<file path="src/rtl/opreg_pkg.sv">
package opreg_pkg;

  typedef enum logic [1:0] {
    MODE_BYPASS = 2'd0,
    MODE_DELAY  = 2'd1,
    MODE_CONST  = 2'd2
  } opnd_mode_e;

  typedef enum logic [3:0] {
    OP_AND  = 4'd0,
    OP_OR   = 4'd1,
    OP_XOR  = 4'd2,
    OP_ADD  = 4'd3,
    OP_SUB  = 4'd4,
    OP_SHL  = 4'd5,
    OP_SHR  = 4'd6,
    OP_UMIN = 4'd7,
    OP_UMAX = 4'd8
  } alu_op_e;

endpackage

</file>
<file path="src/rtl/opreg_operand.sv">
module opreg_operand #(
  parameter int W = 16
) (
  input  logic         clk,
  input  logic         rst,
  input  logic         cap_en,
  input  logic [1:0]   mode,
  input  logic [W-1:0] din,
  input  logic [W-1:0] konst,
  input  logic         wr_en,
  input  logic [W-1:0] wr_val,
  output logic [W-1:0] held,
  output logic [W-1:0] opnd
);
  import opreg_pkg::*;

  logic dly_sel;
  assign dly_sel = (mode == MODE_DELAY);

  // Configuration write wins over the delay capture
  always_ff @(posedge clk or posedge rst) begin
    if (rst)                  held <= '0;
    else if (wr_en)           held <= wr_val;
    else if (cap_en && dly_sel) held <= din;
  end

  always_comb begin
    case (mode)
      MODE_DELAY: opnd = held;
      MODE_CONST: opnd = konst;
      default:    opnd = din;
    endcase
  end

  AST_CFG_WINS: assert property (@(posedge clk) disable iff (rst)
    wr_en |=> (held == $past(wr_val)));

  AST_DELAY_CAPTURE: assert property (@(posedge clk) disable iff (rst)
    (!wr_en && cap_en && mode == 2'd1) |=> (held == $past(din)));

  AST_HOLD_IDLE: assert property (@(posedge clk) disable iff (rst)
    (!wr_en && !cap_en) |=> $stable(held));

endmodule

</file>
<file path="src/rtl/opreg_alu.sv">
module opreg_alu #(
  parameter int W = 16
) (
  input  logic [3:0]   op,
  input  logic [W-1:0] a,
  input  logic [W-1:0] b,
  output logic [W-1:0] y
);
  import opreg_pkg::*;

  localparam int SH_W = $clog2(W);

  logic [SH_W-1:0] sh;
  assign sh = b[SH_W-1:0];

  always_comb begin
    case (op)
      OP_AND:  y = a & b;
      OP_OR:   y = a | b;
      OP_XOR:  y = a ^ b;
      OP_ADD:  y = a + b;
      OP_SUB:  y = a - b;
      OP_SHL:  y = a << sh;
      OP_SHR:  y = a >> sh;
      OP_UMIN: y = (a < b) ? a : b;
      OP_UMAX: y = (a > b) ? a : b;
      default: y = '0;
    endcase
  end

endmodule

</file>
<file path="src/rtl/opreg_pred.sv">
module opreg_pred #(
  parameter int N = 3
) (
  input  logic         clk,
  input  logic         rst,
  input  logic         wr_en,
  input  logic [N-1:0] wr_val,
  output logic [N-1:0] flags
);

  always_ff @(posedge clk or posedge rst) begin
    if (rst)        flags <= '0;
    else if (wr_en) flags <= wr_val;
  end

  AST_PRED_KEEP: assert property (@(posedge clk) disable iff (rst)
    !wr_en |=> $stable(flags));

  AST_PRED_LOAD: assert property (@(posedge clk) disable iff (rst)
    wr_en |=> (flags == $past(wr_val)));

endmodule

</file>
<file path="src/rtl/opreg_alu_cell.sv">
module opreg_alu_cell #(
  parameter int          W         = 16,
  parameter int          AW        = 8,
  parameter int          NPRED     = 3,
  parameter logic [7:0]  ADDR_OPND = 8'd3,
  parameter logic [7:0]  ADDR_PRED = 8'd4
) (
  input  logic            clk,
  input  logic            rst,
  input  logic            clk_en,
  input  logic            stall,
  input  logic [3:0]      op_sel,
  input  logic [1:0]      a_mode,
  input  logic [1:0]      b_mode,
  input  logic [W-1:0]    a_const,
  input  logic [W-1:0]    b_const,
  input  logic [W-1:0]    a_in,
  input  logic [W-1:0]    b_in,
  input  logic            cfg_we,
  input  logic [AW-1:0]   cfg_addr,
  input  logic [2*W-1:0]  cfg_wdata,
  output logic [2*W-1:0]  cfg_rdata,
  output logic [NPRED-1:0] pred_out,
  output logic [W-1:0]    result
);

  localparam int CW = 2 * W;
  localparam int NOP = 2;

  logic hit_opnd, hit_pred, cap_en;
  assign hit_opnd = (cfg_addr == AW'(ADDR_OPND));
  assign hit_pred = (cfg_addr == AW'(ADDR_PRED));
  assign cap_en   = clk_en && !stall;

  logic [1:0]   mode_v  [NOP];
  logic [W-1:0] din_v   [NOP];
  logic [W-1:0] konst_v [NOP];
  logic [W-1:0] held_v  [NOP];
  logic [W-1:0] opnd_v  [NOP];

  assign mode_v[0]  = a_mode;
  assign mode_v[1]  = b_mode;
  assign din_v[0]   = a_in;
  assign din_v[1]   = b_in;
  assign konst_v[0] = a_const;
  assign konst_v[1] = b_const;

  // Operand 0 (A) sits in the upper half of the word, operand 1 (B) in the lower
  for (genvar i = 0; i < NOP; i++) begin : g_opnd
    opreg_operand #(.W(W)) u_opnd (
      .clk    (clk),
      .rst    (rst),
      .cap_en (cap_en),
      .mode   (mode_v[i]),
      .din    (din_v[i]),
      .konst  (konst_v[i]),
      .wr_en  (cfg_we && hit_opnd),
      .wr_val (cfg_wdata[(NOP-1-i)*W +: W]),
      .held   (held_v[i]),
      .opnd   (opnd_v[i])
    );
  end

  opreg_pred #(.N(NPRED)) u_pred (
    .clk    (clk),
    .rst    (rst),
    .wr_en  (cfg_we && hit_pred),
    .wr_val (cfg_wdata[NPRED-1:0]),
    .flags  (pred_out)
  );

  opreg_alu #(.W(W)) u_alu (
    .op (op_sel),
    .a  (opnd_v[0]),
    .b  (opnd_v[1]),
    .y  (result)
  );

  always_comb begin
    if (hit_opnd)      cfg_rdata = {held_v[0], held_v[1]};
    else if (hit_pred) cfg_rdata = CW'(pred_out);
    else               cfg_rdata = '0;
  end

endmodule

</file>
<file path="config.mk">
export PLATFORM = sky130hd
export DESIGN_NAME = opreg_alu_cell
export DESIGN_NICKNAME = d
export VERILOG_FILES = /design/src/rtl/opreg_pkg.sv /design/src/rtl/opreg_operand.sv /design/src/rtl/opreg_alu.sv /design/src/rtl/opreg_pred.sv /design/src/rtl/opreg_alu_cell.sv
export SDC_FILE = /design/constraint.sdc
export NUM_CORES = 1
export LEC_CHECK = 0
export BUFFER_PORTS_ARGS = -buffer_cell sky130_fd_sc_hd__buf_2
export CORE_AREA = 2 2 113 115
export DETAILED_ROUTE_END_ITERATION = 7
export DIE_AREA = 0 0 115 117
export PLACE_DENSITY_LB_ADDON = 0.15
export SETUP_SLACK_MARGIN = 0.4
export SLEW_MARGIN = 25
export SYNTH_ARGS = -nofsm -noshare
export SYNTH_HDL_FRONTEND = slang
export SYNTH_SLANG_ARGS = --single-unit
</file>
<file path="constraint.sdc">
create_clock -name clk -period 16.65 [get_ports clk]
set_input_delay 2.4975 -clock clk [delete_from_list [all_inputs] [get_ports clk]]
set_output_delay 2.4975 -clock clk [all_outputs]
set_load 0.1 [all_outputs]
</file>
# Word level (Yosys, flattened, before mapping)
# Cells that the tools add are included.
# word_totals
in_bits	117
ff_bits	35
wordCells	46
out_inout_bits	51
# classes
n_mux	11
n_eq_ne	14
n_reduce_logical	9
shifts	2
n_bitwise	3
n_lt_le_gt_ge	2
add_sub_neg	2
# op_table
op	count
$pmux 16 s9	1
$mux 16	6
$pmux 16 s2	2
$mux 32	1
$add 16x16->16	1
$and 16x16->16	1
$eq 4x3->1 const B	4
$gt 16x16->1	1
$lt 16x16->1	1
$or 16x16->16	1
$shl 16x4->16	1
$shr 16x4->16	1
$sub 16x16->16	1
$xor 16x16->16	1
$eq 4x2->1 const B	2
$eq 8x2->1 const B	1
$eq 8x3->1 const B	1
$logic_and 1x1->1	5
$eq 2x1->1 const B	2
$eq 2x2->1 const B	2
$eq 4x1->1 const B	1
$eq 4x4->1 const B	1
$logic_not 4->1	1
$reduce_bool 2->1	2
other kinds (2)	2

# Logic depth before layout (Yosys ltp)
# logic_depth
ltp_word	5
depth_mapped	19
mapped_depth_nobuf	14

# Modules after synthesis
# From an unflattened synthesis, not the netlist that was laid out.
# unflattened
cells_unflattened	1007
hier_area_um2	7528.5
# by_module_without_submodules
module	n_inst	seq_area_each_um2	cells_per_inst	area_each_um2
opreg_alu	1	0.0	650	4564.4
opreg_operand	2	400.4	151	1276.2
opreg_alu_cell	1	0.0	48	299.0
opreg_pred	1	75.1	7	112.6

# Least setup slack after synthesis
# Ideal clock, no wire load.
# synth_path
path_type	input -> output
start	input a_mode[0]
end	output result[2]
path_buffers	4
stages	17
required_ns	14.152
slack_ns	6.445
arrival_time_ns	7.707
path_cell_list	inv_1 -> ha_1 -> buf_4 -> clkbuf_1 -> o21ai_0 -> inv_1 -> ha_1 -> fa_1 -> or3b_1 -> a2111oi_4 -> o31ai_2 -> a311o_1 -> buf_2 -> buf_6 -> a21oi_1 -> a21oi_1 -> o221ai_1
# synth_via
elab_chain_cells	5
word_cells_on_any_way	15
classes_between	add/sub: 2; order compare: 2; eq/ne: 2; shift: 2; mux: 4; bitwise: 3
# synth_lines
item	line	source
from (decl)	opreg_alu_cell.sv:13	input logic [1:0] a_mode,
$eq 2x2->1 or $eq 2x1->1 (tied branches)	opreg_operand.sv:28	case (mode)
$pmux 16 s2 *	opreg_operand.sv:28	
$gt 16x16->1 or $lt 16x16->1 (tied branches)	opreg_alu.sv:26, opreg_alu.sv:25	
$mux 16, on equally long branches	opreg_alu.sv:26, opreg_alu.sv:25	
$pmux 16 s9 *	opreg_alu.sv:17	case (op)
to (decl)	opreg_alu_cell.sv:24	output logic [W-1:0] result
# Every way passes the cells marked *; elsewhere a longest branch is shown, timed or not.

# Worst setup path in the final report
# layout_path
start	input b_mode[0]
end	output result[2]
# layout_via
elab_chain_cells	5
word_cells_on_any_way	15
classes_between	add/sub: 2; order compare: 2; eq/ne: 2; shift: 2; mux: 4; bitwise: 3
# layout_lines
item	line	source
from (decl)	opreg_alu_cell.sv:14	input logic [1:0] b_mode,
$eq 2x2->1 or $eq 2x1->1 (tied branches)	opreg_operand.sv:28	
$pmux 16 s2 *	opreg_operand.sv:28	
$gt 16x16->1 or $lt 16x16->1 (tied branches)	opreg_alu.sv:26, opreg_alu.sv:25	
$mux 16, on equally long branches	opreg_alu.sv:26, opreg_alu.sv:25	
$pmux 16 s9 *	opreg_alu.sv:17	
# Marked as above.

==> qor.yml <==
status: "finished clean"
yosysTopAreaCell: "dfrtp_1"
cts_num_sinks: 35
routed_wl_mm: 31.3
setup_slack_ns: 5.13
yosysMostFrequentCell: "nand2_1"
clock_latency_ns: 0.28
worst-path-max-fanout: 34
yosysWarningCount: 0
vias: 8978
path_class: "in -> out"
synth_top_area_share_pct: 12.0
synth_common_cells: "nand2_1 (93), o21ai_0 (92), mux2i_1 (64)"
cp.required_ns: 14.15
fill_cells: 1111
cts_root_buffer: "clkbuf_16"
drt_drc_violations_left: 0
synth_nets: 1164
synth.distinct_cells: 87
synth.ff_latch_count: 35
synthesis.instances: 991
use_met1_pct: 58.8
grtUsageMet3_pct: 8.55
dieArea_um2: 13500
dp_hpwl_mm: 23.4
ys_top_cells_by_area: "dfrtp_1 (12%), ha_1 (9.2%), mux2i_1 (8.8%)"
power.density_nw_per_um2: 86.8
path_clk_slew_ns: 0.05
synth_ff_type: "dfrtp_1"
critPathArrivalTime_ns: 9.02
io_pins: 168
die_y_um: 117
htreeDepth: 2
grt_pass1_wl_mm: 46.5
num_rows: 41
cp-end-kind: "output port"
final.setup.tns_ns: 0
period_needed_ns: 11.52
cellLeakagePower_nw: 3.88
cts_hold_buf: 0
via_per_inst: 7.15
hold_path_class: "reg -> reg"
fin_crit_sh_pct: 69.2
clockBufferDepth: 2
diodes: 0
die_x_um: 115
antenna_found_initial: 0
drv_cap: 0
start_util_pct: 59.3
gp_congestion: 1.07
pre_cts_slack_ns: 5.31
setup_violations: 0
start_kind: "input pin"
dp.cells: 1247
finalHoldViolations: 0
tightest_slew_ns: 1.18
gr-total-overflow: 0
first_global_vias: 8269
critPathSlowestCell: "a31oi_1"
finalCoreUtilization_pct: 66.8
drive_gt1_share_pct: 22.0
cts_tree: "built"
core_um2: 12300
cp_slowest_stage_delay_ns: 0.79
wire_per_inst_um: 24.9
grtUsageTotal_pct: 44.9
synth_area_per_cell_um2: 7.37
synth-edff-count: 0
path_cells: "buf_2 -> inv_1 -> ha_1 -> a221oi_1 -> or2_2 -> inv_2 -> ha_1 -> fa_1 -> or3b_1 -> a2111oi_4 -> o31ai_2 -> a31oi_1 -> a21oi_1 -> buf_4 -> mux2i_1 -> o221ai_1 -> buf_2"
syn_area_um2: 7310
postRouteAntennaNets: 0
max_slew_margin_pct: 20.9
final_max_slew_viol_count: 0
drt_pre_antenna_iters: 7
rsz0062_at_grt: "false"
fmax_mhz: 86.8
hold_ws_ns: 0.534
busiest_layer: "met2"
nNetsFinal: 1277
cts_resized: 0
fin_skew_ns: 0
ys_seq_area_share_pct: 12.0
async_flop_share_pct: 100
drt_iter0_drc: 1390
max-vdd-ir-drop_v: 0.0000865
area_growth_pct: 12.5
numCtsBuffers: 5
grtUsageMet2_pct: 68.7
io_buffer_count: 167
grt_max_degree: 65
fin_cells: 1255
cts_setup_buffers: 0
-- cells in the final DEF, fill, tap and decap left out, types with 35 or more instances in the layout --
| master | instances |
|---|---|
| nand2_1 | 93 |
| mux2i_1 | 64 |
| dfrtp_1 | 35 |
| and2_1 | 38 |
| nor2_1 | 56 |
| ha_1 | 54 |
| o21ai_0 | 92 |
| buf_2 | 167 |
| inv_1 | 51 |
| a21oi_1 | 60 |
-- report_power, final --
part | leakage (nW) | switching, mW | total, mW | internal (mW)
Clock | 0.0772 | 0.0356 | 0.0992 | 0.0637
Combinational | 3.38 | 0.343 | 0.495 | 0.151
Sequential | 0.425 | 0.0164 | 0.120 | 0.104
-- cells by family after synthesis --
family	count (synthesis)	synth area share [%]
AOI/OAI and AO/OA	359	34.2
xor gates and xnor gates	2	0.240
adders and majority gates	56	9.80
buffers and inverters	135	8.82
DFF	35	12.0
muxes	81	12.5
and+or+nand+nor	323	22.5
-- final cells by class --
class                           count  area [µm²]  share of cell area [%]
Tap cell                          150         188                    2.28
Multi-Input combinational cell    821        5820                    70.8
Clock buffer                        8         156                    1.90
Timing Repair Buffer              185         971                    11.8
Sequential cell                    35         876                    10.7
Inverter                           56         210                    2.56
-- metal layers --
layer | up-vias | wire length [µm]
met5 | - | 0
met4 | 0 | 2200
met3 | 151 | 3930
met2 | 714 | 13500
met1 | 4168 | 11700
li1 | 3945 | -
-- flip-flops by register name, summed over array words and instances, names as in the netlist --
signal and flops:
u_pred.flags 3, g_opnd.u_opnd.held 32
-- through the flow --
step | power (mW) | area [µm²]
after floorplan | 0.478 | 7310
after global placement | 0.589 | 8070
after detailed placement | 0.592 | 8070
after CTS | 0.693 | 8220
after global routing | 0.743 | 8220
final | 0.714 | 8220
-- critical path: cells and delay by family --
family                     cells  cell delay (ns)
AOI/OAI and AO/OA              6             2.38
adders and majority gates      3             1.50
buffers and inverters          5             1.39
and+or+nand+nor                2             1.08
muxes                          1             0.14
-- path summary, 6_finish.rpt --
check                                               from                        to  slack (ns)  depth (start not counted)
worst max register to register  g_opnd[1].u_opnd.held[0]  g_opnd[1].u_opnd.held[0]       15.77                          2
min in group asynchronous                            rst  g_opnd[1].u_opnd.held[7]        2.31                          3
worst min-delay path                     u_pred.flags[2]           u_pred.flags[2]        0.53                          1
max in group asynchronous                            rst  g_opnd[0].u_opnd.held[9]       14.00                          3
worst min register to register           u_pred.flags[2]           u_pred.flags[2]        0.53                          1
worst max-delay path                           b_mode[0]                 result[2]        5.13                         17
Note: power is estimated with default switching activity, not from simulation.
